===== src/rtl/cwd_pkg.sv =====
// Package cwd_pkg
// Shared definitions for the code word detector: the default word lengths,
// the capture state type and a helper that forms the length-dependent mask.
// Assumes the long length is at least the short length.
package cwd_pkg;

    parameter int CWD_LONG_W  = 24;
    parameter int CWD_SHORT_W = 16;

    typedef enum logic {
        CWD_SEARCH  = 1'b0,
        CWD_CAPTURE = 1'b1
    } cwd_state_e;

    // Mask of the low bits in use, as a 64-bit value the caller truncates.
    function automatic logic [63:0] cwd_len_mask(input logic long_sel,
                                                 input int   long_w,
                                                 input int   short_w);
        int n;
        n = long_sel ? long_w : short_w;
        return (64'd1 << n) - 64'd1;
    endfunction

endpackage


===== src/rtl/cwd_window.sv =====
// Module cwd_window
// Keeps the recent received bits and flags a code word match on the edge
// that accepts the last bit of the code word. A fill counter is cleared
// whenever searching is paused, so only bits that arrive while searching
// count toward a match. Assumes search_en is driven low by the capture logic
// for the whole of a capture.
module cwd_window
    import cwd_pkg::*;
#(
    parameter int LONG_W  = CWD_LONG_W,
    parameter int SHORT_W = CWD_SHORT_W
) (
    input  logic              clk,
    input  logic              rst_n,
    input  logic              rx_bit,
    input  logic              rx_bit_en,
    input  logic              search_en,
    input  logic              len_long,
    input  logic [LONG_W-1:0] code_word,
    output logic              hit
);
    localparam int CNT_W = $clog2(LONG_W + 1);

    logic [LONG_W-1:0] hist_q;
    logic [CNT_W-1:0]  fill_q;
    logic [LONG_W-1:0] cand;
    logic [LONG_W-1:0] mask;
    logic [CNT_W-1:0]  need;

    // Shift each accepted bit into the window history.
    always_ff @(posedge clk) begin
        if (!rst_n)         hist_q <= '0;
        else if (rx_bit_en) hist_q <= {hist_q[LONG_W-2:0], rx_bit};
    end

    // Count bits received since searching (re)started, saturating.
    always_ff @(posedge clk) begin
        if (!rst_n || !search_en)
            fill_q <= '0;
        else if (rx_bit_en && fill_q != CNT_W'(LONG_W))
            fill_q <= fill_q + 1'b1;
    end

    // Compare the window including the incoming bit against the code word.
    always_comb begin
        cand = {hist_q[LONG_W-2:0], rx_bit};
        mask = LONG_W'(cwd_len_mask(len_long, LONG_W, SHORT_W));
        need = len_long ? CNT_W'(LONG_W - 1) : CNT_W'(SHORT_W - 1);
        hit  = search_en && rx_bit_en && (fill_q >= need)
               && (((cand ^ code_word) & mask) == '0);
    end

    // a pause in searching always leaves an empty window behind it.
    assert_fill_restart_R5: assert property (@(posedge clk) disable iff (!rst_n)
        !search_en |=> (fill_q == '0));

    // without a bit enable the history does not move.
    assert_hist_hold_R1: assert property (@(posedge clk) disable iff (!rst_n)
        !rx_bit_en |=> $stable(hist_q));

endmodule


===== src/rtl/cwd_capture.sv =====
// Module cwd_capture
// After a start pulse, collects the next L accepted bits, L being fixed by
// the length select at the start. Signals completion combinationally on the
// edge that accepts the final bit, with the finished word alongside.
// Assumes start arrives only while idle.
module cwd_capture
    import cwd_pkg::*;
#(
    parameter int LONG_W  = CWD_LONG_W,
    parameter int SHORT_W = CWD_SHORT_W
) (
    input  logic              clk,
    input  logic              rst_n,
    input  logic              rx_bit,
    input  logic              rx_bit_en,
    input  logic              start,
    input  logic              len_long,
    output logic              busy,
    output logic              done,
    output logic [LONG_W-1:0] word
);
    localparam int CNT_W = $clog2(LONG_W + 1);

    cwd_state_e        state_q;
    logic [CNT_W-1:0]  cnt_q;
    logic [LONG_W-1:0] sh_q;
    logic              long_q;
    logic [CNT_W-1:0]  last_idx;

    // Decode the final bit position and the finished word.
    always_comb begin
        last_idx = long_q ? CNT_W'(LONG_W - 1) : CNT_W'(SHORT_W - 1);
        busy     = (state_q == CWD_CAPTURE);
        done     = busy && rx_bit_en && (cnt_q == last_idx);
        word     = {sh_q[LONG_W-2:0], rx_bit}
                   & LONG_W'(cwd_len_mask(long_q, LONG_W, SHORT_W));
    end

    // Sequence the capture: latch the length, count and shift the bits.
    always_ff @(posedge clk) begin
        if (!rst_n) begin
            state_q <= CWD_SEARCH;
            cnt_q   <= '0;
            sh_q    <= '0;
            long_q  <= 1'b0;
        end else if (state_q == CWD_SEARCH) begin
            if (start) begin
                state_q <= CWD_CAPTURE;
                cnt_q   <= '0;
                long_q  <= len_long;
            end
        end else if (rx_bit_en) begin
            sh_q  <= {sh_q[LONG_W-2:0], rx_bit};
            cnt_q <= cnt_q + 1'b1;
            if (cnt_q == last_idx) state_q <= CWD_SEARCH;
        end
    end

    // idle bit slots leave the capture untouched.
    assert_hold_without_enable_R1: assert property (@(posedge clk) disable iff (!rst_n)
        (busy && !rx_bit_en) |=> ($stable(sh_q) && $stable(cnt_q) && busy));

    // the latched length cannot change during a capture.
    assert_len_frozen_R9: assert property (@(posedge clk) disable iff (!rst_n)
        (busy && $past(busy)) |-> $stable(long_q));

endmodule


===== src/rtl/cwd_holdreg.sv =====
// Module cwd_holdreg
// Host-facing holding register and status flag. A load stores the word and
// sets the flag; an acknowledge clears the flag unless a load happens on
// the same edge, in which case the load wins.
module cwd_holdreg #(
    parameter int LONG_W = 24
) (
    input  logic              clk,
    input  logic              rst_n,
    input  logic              load,
    input  logic [LONG_W-1:0] load_word,
    input  logic              ack,
    output logic [LONG_W-1:0] word,
    output logic              valid
);
    // Store the captured word.
    always_ff @(posedge clk) begin
        if (!rst_n)    word <= '0;
        else if (load) word <= load_word;
    end

    // Status flag: set on load, cleared by acknowledge, set wins.
    always_ff @(posedge clk) begin
        if (!rst_n)    valid <= 1'b0;
        else if (load) valid <= 1'b1;
        else if (ack)  valid <= 1'b0;
    end

    // a load always leaves the new word visible with the flag set.
    assert_status_set_R6: assert property (@(posedge clk) disable iff (!rst_n)
        load |=> (valid && word == $past(load_word)));

    // without load or acknowledge, flag and word hold.
    assert_status_sticky_R7: assert property (@(posedge clk) disable iff (!rst_n)
        (valid && !ack && !load) |=> (valid && $stable(word)));

endmodule


===== src/rtl/cwd_top.sv =====
// Module cwd_top
// Code word detector with data capture. The window module searches the
// serial stream for the code word; a match starts the capture module, which
// collects the following word and loads it into the host holding register.
// Searching is paused for the duration of each capture.
module cwd_top
    import cwd_pkg::*;
#(
    parameter int LONG_W  = CWD_LONG_W,
    parameter int SHORT_W = CWD_SHORT_W
) (
    input  logic              clk,
    input  logic              rst_n,
    input  logic              rx_bit,
    input  logic              rx_bit_en,
    input  logic [LONG_W-1:0] code_word,
    input  logic              len_long,
    input  logic              host_ack,
    output logic [LONG_W-1:0] rx_word,
    output logic              rx_valid
);
    logic              hit;
    logic              cap_busy;
    logic              cap_done;
    logic [LONG_W-1:0] cap_word;

    cwd_window #(.LONG_W(LONG_W), .SHORT_W(SHORT_W)) u_window (
        .clk       (clk),
        .rst_n     (rst_n),
        .rx_bit    (rx_bit),
        .rx_bit_en (rx_bit_en),
        .search_en (!cap_busy),
        .len_long  (len_long),
        .code_word (code_word),
        .hit       (hit)
    );

    cwd_capture #(.LONG_W(LONG_W), .SHORT_W(SHORT_W)) u_capture (
        .clk       (clk),
        .rst_n     (rst_n),
        .rx_bit    (rx_bit),
        .rx_bit_en (rx_bit_en),
        .start     (hit),
        .len_long  (len_long),
        .busy      (cap_busy),
        .done      (cap_done),
        .word      (cap_word)
    );

    cwd_holdreg #(.LONG_W(LONG_W)) u_hold (
        .clk       (clk),
        .rst_n     (rst_n),
        .load      (cap_done),
        .load_word (cap_word),
        .ack       (host_ack),
        .word      (rx_word),
        .valid     (rx_valid)
    );

    // every detection hands over to a capture on the next cycle.
    assert_hit_starts_capture_R4: assert property (@(posedge clk) disable iff (!rst_n)
        hit |=> cap_busy);

    // no detection is reported while a capture runs.
    assert_no_hit_in_capture_R5: assert property (@(posedge clk) disable iff (!rst_n)
        cap_busy |-> !hit);

endmodule


===== config.mk =====
export PLATFORM = sky130hd
export DESIGN_NAME = cwd_top
export DESIGN_NICKNAME = d
export VERILOG_FILES = /design/src/rtl/cwd_pkg.sv /design/src/rtl/cwd_window.sv /design/src/rtl/cwd_capture.sv /design/src/rtl/cwd_holdreg.sv /design/src/rtl/cwd_top.sv
export SDC_FILE = /design/constraint.sdc
export NUM_CORES = 1
export LEC_CHECK = 0
export ABC_AREA = 1
export ABC_CLOCK_PERIOD_IN_PS = 1300
export BUFFER_PORTS_ARGS = -buffer_cell sky130_fd_sc_hd__buf_2
export CORE_UTILIZATION = 51
export DETAILED_ROUTE_END_ITERATION = 6
export GPL_TIMING_DRIVEN = 0
export HOLD_SLACK_MARGIN = 0.1
export PLACE_DENSITY_LB_ADDON = 0.05
export RECOVER_POWER = 25
export SYNTH_ARGS = -nofsm -noshare
export SYNTH_HDL_FRONTEND = slang
export SYNTH_SLANG_ARGS = --single-unit

===== constraint.sdc =====
create_clock -name clk -period 1.3 [get_ports clk]
set_input_delay 0.13 -clock clk [delete_from_list [all_inputs] [get_ports clk]]
set_output_delay 0.13 -clock clk [all_outputs]
set_load 0.1 [all_outputs]

### Yosys cells after proc, flatten, opt, wreduce, memory -nomap -nowiden

Cells that the tools add are included.

* bits in registers: 83
* output and inout port bits: 25
* word-level logic and storage cells: 50

* $add $sub $neg: 4
* order comparisons: 1
* eq/ne operators: 3
* shift operators: 2
* multiplexer cells: 13
* bitwise gates (word level): 4
* reductions and logical operators: 15

Operators with widths (count)
* 1-bit by 32-bit left shift with 24-bit output (first input constant): 2
* 24-bit AND: 2
* 24-bit by 1-bit subtractor with 24-bit output (second input constant): 2
* 5-bit 2-to-1 mux: 5
* 24-bit logical NOT: 1
* 24-bit bitwise XOR: 1
* 5-bit by 1-bit adder with 5-bit output (second input constant): 2
* 4-bit 2-to-1 mux: 2
* 1-bit logical AND: 6
* 1-bit 2-to-1 mux: 6
* 2-bit AND reduction: 3
* 5-bit equality test: 1
* 5-bit greater-or-equal comparator: 1
* 5-bit inequality test (second input constant): 1
* 2-bit nonzero test: 2
* 1-bit logical NOT: 2
* 2-bit inequality test (second input constant): 1
* 1-bit logical OR: 1
* 1-bit inverter: 1

### Depth between registers and ports, before layout

* word-level depth: 8
* depth in mapped cells: 13
* depth with buffers taken out: 13

### Modules after synthesis

A second synthesis with hierarchy kept.

* cells, all modules: 510
* area total of the unflattened synthesis: 3644.7 um2

By module, submodules not included
* cwd_window: times used 1, cells an instance 213, area an instance 1431.4 um2, seq. area each 560.5 um2
* cwd_capture: times used 1, cells an instance 188, area an instance 1341.3 um2, seq. area each 600.6 um2
* cwd_holdreg: times used 1, cells an instance 108, area an instance 868.3 um2, seq. area each 500.5 um2
* cwd_top: times used 1, cells an instance 1, area an instance 3.8 um2, seq. area each 0.0 um2

### Least setup slack after synthesis

Ideal clock, no wire load.

* kind: register to register
* start: register u_capture.cnt_q[0]
* end: register u_hold.word[23]
* setup time: 134 ps
* data arrival time: 1267 ps
* data required time: 1166 ps
* path slack: -101 ps
* stages on the path, launching flop included: 10
* path buffers: 1
* period minus slack after synthesis: 1401 ps
* path through: dfxtp_1 > ha_1 > nand2_1 > inv_1 > o211ai_2 > nor2_4 > inv_2 > buf_6 > nand2_1 > a21oi_1

* word-level cells in the longest chain between the ends: 2

RTL lines
* from (decl): RTL line cwd_capture.sv:25 `logic [CNT_W-1:0] cnt_q;`
* from (signal assigned): RTL line cwd_capture.sv:54 `cnt_q <= cnt_q + 1'b1;`
* 5-bit equality test: RTL line cwd_capture.sv:34 `done = busy && rx_bit_en && (cnt_q == last_idx);`
* 1-bit logical AND: RTL line cwd_capture.sv:34
* to (signal assigned): RTL line cwd_holdreg.sv:19 `else if (load) word <= load_word;`
* to (decl): RTL line cwd_holdreg.sv:13 `output logic [LONG_W-1:0] word,`

No other way between the ends.
A chain may end at the register's enable or synchronous reset.

### Worst setup path in the final report

* start: register u_capture.state_q (netlist: u_capture.busy)
* end: register u_capture.cnt_q[2]

* word-level cells in the longest chain between the ends: 6

RTL lines
* from (decl): RTL line cwd_capture.sv:24 `cwd_state_e state_q;`
* from (signal assigned): RTL line cwd_capture.sv:42 `state_q <= CWD_SEARCH;`
* from (signal assigned): RTL line cwd_capture.sv:48 `state_q <= CWD_CAPTURE;`
* from (signal assigned): RTL line cwd_capture.sv:55 `if (cnt_q == last_idx) state_q <= CWD_SEARCH;`
* 1-bit logical NOT: RTL line cwd_top.sv:32 `.search_en (!cap_busy),`
* 1-bit logical AND (2 in series): RTL line cwd_window.sv:49 `hit = search_en && rx_bit_en && (fill_q >= need)`
* 1-bit logical AND: RTL line cwd_window.sv:50 `&& (((cand ^ code_word) & mask) == '0);`
* 2-bit nonzero test (no source line)
* 2-bit AND reduction (no source line)

Parallel ways exist; a longest one is shown, timed or not.

==> out/qor.csv <==
metric,value,unit
status,"complete, but fails checks",
avgRoutedWirePerCell,13.29,um
synth-simple-area-share,0.2140,
p_per_area,1103,nW/um2
viasPerCell,5.121,
dpl_worst_slack,-0.3670,ns
drtPass1Iterations,5,
grt_max_degree,15,
slew_headroom,0.6059,
overflow,0,
yosys-top-cells-area,"dfxtp_1 (45%), nand2_1 (9.9%), a21oi_1 (7.7%), o21ai_0 (6.8%), inv_1 (6.8%)",
synth_compound_area_frac,0.1973,
postSynthCellCount,499,
path_class,register to register,
reg2reg_to,u_capture.cnt_q[2],
synthMuxAreaShare,0,
dieArea,7506,um2
die_h,86.64,um
worstSetupStartpointType,register,
drc,0,
cts-htree-levels,3,
reg2regPathDepth,10,
yosysUniqueCellTypes,29,
grt_pass1_wl,14150,um
critical_path_required,1.55,ns
highest_layer,met4,
final.setup.tns,-4.876,ns
cts.sinks,83,
syn-num-nets,534,
grt_pass1_vias,3146,
layout-drive-gt1-share,0.3367,
route.met3.wl,384,um
wl_met2,4613,um
violations,negative setup slack,
ys_seq_area_frac,0.4548,
wl,9132,um
rsz0062_at_grt,true,
crit_path_end_kind,register,
antenna_found_initial,0,
ys_seq_elements,83,
cap_violations,0,
drt-met1-wl,3996,um
ant_nets,0,
peakVddDrop,0.0007105,V
hp-class,primary input to register,
post-route-period-util,1.156,
area_growth,35.51,%
setup_viol,39,
worstSetupStartpoint,u_capture.busy,
fin_ws,-0.2027,ns
rows,30,
synth_top_family_by_area,simple AND/OR/NAND/NOR gates,
post-route-min-period,1.503,ns
die_width,86.64,um
critPathCapture,u_capture.cnt_q[2],
synth-xor-area-share,0.007192,
yosys.area.top_type,dfxtp_1,
synth-adder-area-share,0.01712,
syn_area_per_cell,7.322,um2
grt_util_all_layers,0.2417,
core,6869,um2
initial_core_util,0.5319,
synth_warnings,0,
diodes,0,
numPortBuffers,54,
routed-via-count,3518,
hpwlAfterDp,5704,um
syn-cell-area,3654,um2
clkTransAtPathRegs,0.09,ns
cts_made_buffers,9,
nets,622,
ff2ff_setup_slack,-0.20,ns
p_leak,2.080,nW
skew,0.007391,ns
slew_viol_final,0,
cts_max_path_buffers,2,
drt-initial-drc-count,154,
r2r_start,u_capture.busy,
crit_arrival,1.75,ns
crit_fanout,6,
cts_tree,yes,
io_pins,55,
worst_pin_slew,0.5912,ns
clock_latency,0.35,ns
gp_congestion,0.7776,
timing.final.hold_violations,0,
clockRootBuffer,clkbuf_8,
synth_top_area_frac,0.4548,
max_freq,665.5,MHz
flip-flops by register name, indices dropped and copies added (netlist names):
register,count
u_hold.valid,1
u_window.fill_q,5
u_capture.sh_q,23
u_capture.long_q,1
u_capture.busy,1
u_capture.cnt_q,5
u_window.hist_q,23
u_hold.word,24
per-stage QoR:
stage	hold slack, ns	power (mW)	area [um2]	utilization	std cells
2_1_floorplan	0.2707	2.920	3705	-	499
3_3_place_gp	0.3943	3.037	4095	0.5962	649
3_5_place_dp	0.4240	3.044	4095	0.5962	649
4_1_cts	0.1248	5.436	4706	0.6851	680
5_1_grt	0.1799	5.667	4951	0.7208	687
6_report	0.1265	5.460	4951	0.7208	687
power breakdown:
group          switching [mW]  leakage (nW)  internal, mW  total, mW
registers              0.0372         0.682          2.59       2.63
logic                   0.256          1.27         0.158      0.414
clock network           0.947         0.130          1.47       2.42
total                    1.24          2.08          4.22       5.46
worst max-delay path, cell delays in order (launching register included):
cell     delay (ns)
dfxtp_1        0.36
inv_2          0.15
nand3_1        0.09
nor2_1         0.12
nand2_1        0.09
nor2_4         0.18
nand3_4        0.13
nand2_4        0.12
nand2_1        0.05
nand2_1        0.06
nor2_1         0.05
metal layers:
| layer | global-route usage | up-vias |
|---|---|---|
| met2 | 0.4250 | 91 |
| met1 | 0.2931 | 1634 |
| met5 | 0 | - |
| li1 | - | 1779 |
| met3 | 0.05429 | 14 |
| met4 | 0.07727 | 0 |
cell families (layout without fill, tap and decap cells):
| group | Yosys count | after routing |
|---|---|---|
| xor+xnor | 3 | 3 |
| buf+inv | 94 | 185 |
| fa+ha+maj | 5 | 5 |
| compound gates | 127 | 127 |
| simple gates | 187 | 188 |
| flops | 83 | 83 |
how the worst min path moves through the flow:
stage / to / cells after the start / from / slack [ns]
after floorplan: u_hold.word[0] / 2 / rx_bit / 0.27
after global placement: u_hold.valid / 4 / host_ack / 0.39
after detailed placement: u_hold.valid / 4 / host_ack / 0.42
after CTS: u_capture.sh_q[0] / 3 / rx_bit / 0.12
after global routing: u_capture.sh_q[0] / 3 / rx_bit / 0.18
final: u_capture.sh_q[0] / 3 / rx_bit / 0.13
synth_stat cells:
cell,number
nand2_1,96
a21oi_1,56
a211oi_2,6
nand3b_1,1
nor3_1,3
o21bai_1,1
nor3b_1,3
inv_1,66
nor2_4,1
buf_6,5
xor2_1,3
buf_2,5
a21boi_0,2
o21ai_2,1
o21ai_0,50
a21oi_2,1
a211oi_1,7
dfxtp_1,83
nand3_4,1
ha_1,5
o211ai_2,1
nor2_1,56
buf_4,1
o21ai_1,2
nand3_1,24
nor2_2,1
nand2_4,1
inv_2,5
clkbuf_1,12
layout by cell type (no fill, tap or decap), drive strengths merged:
master and instances:
nor2 58, a21boi 2, ha 5, o211ai 1
nor3 3, nand2 97, o21ai 53, clkbuf 37
o21bai 1, a21oi 57, nand3b 1, xor2 3
dfxtp 83, a211oi 13, nor3b 3, clkinv 1
inv 72, bufinv 4, buf 69, nand3 26
dlygate4sd3 2
cell type report:
class	count	area, um2
sequential	83	1688
buffer	23	157.7
timing repair buffer	76	551.8
tap	96	120.1
multi-input combinational	323	1896
clock inverter	6	137.6
inverter	71	276.5
clock buffer	9	123.9
fill	553	1918
what timing repair did:
item | in CTS | in global routing
setup buffers | 10 | 5
hold endpoints to repair | 3 | 0
cloned | 4 | 2
hold buffers | 2 | 0
pin swaps | 19 | 18
resized for setup | 63 | 56
setup endpoints to repair | 38 | 63
(Power assumes the default switching activity.)
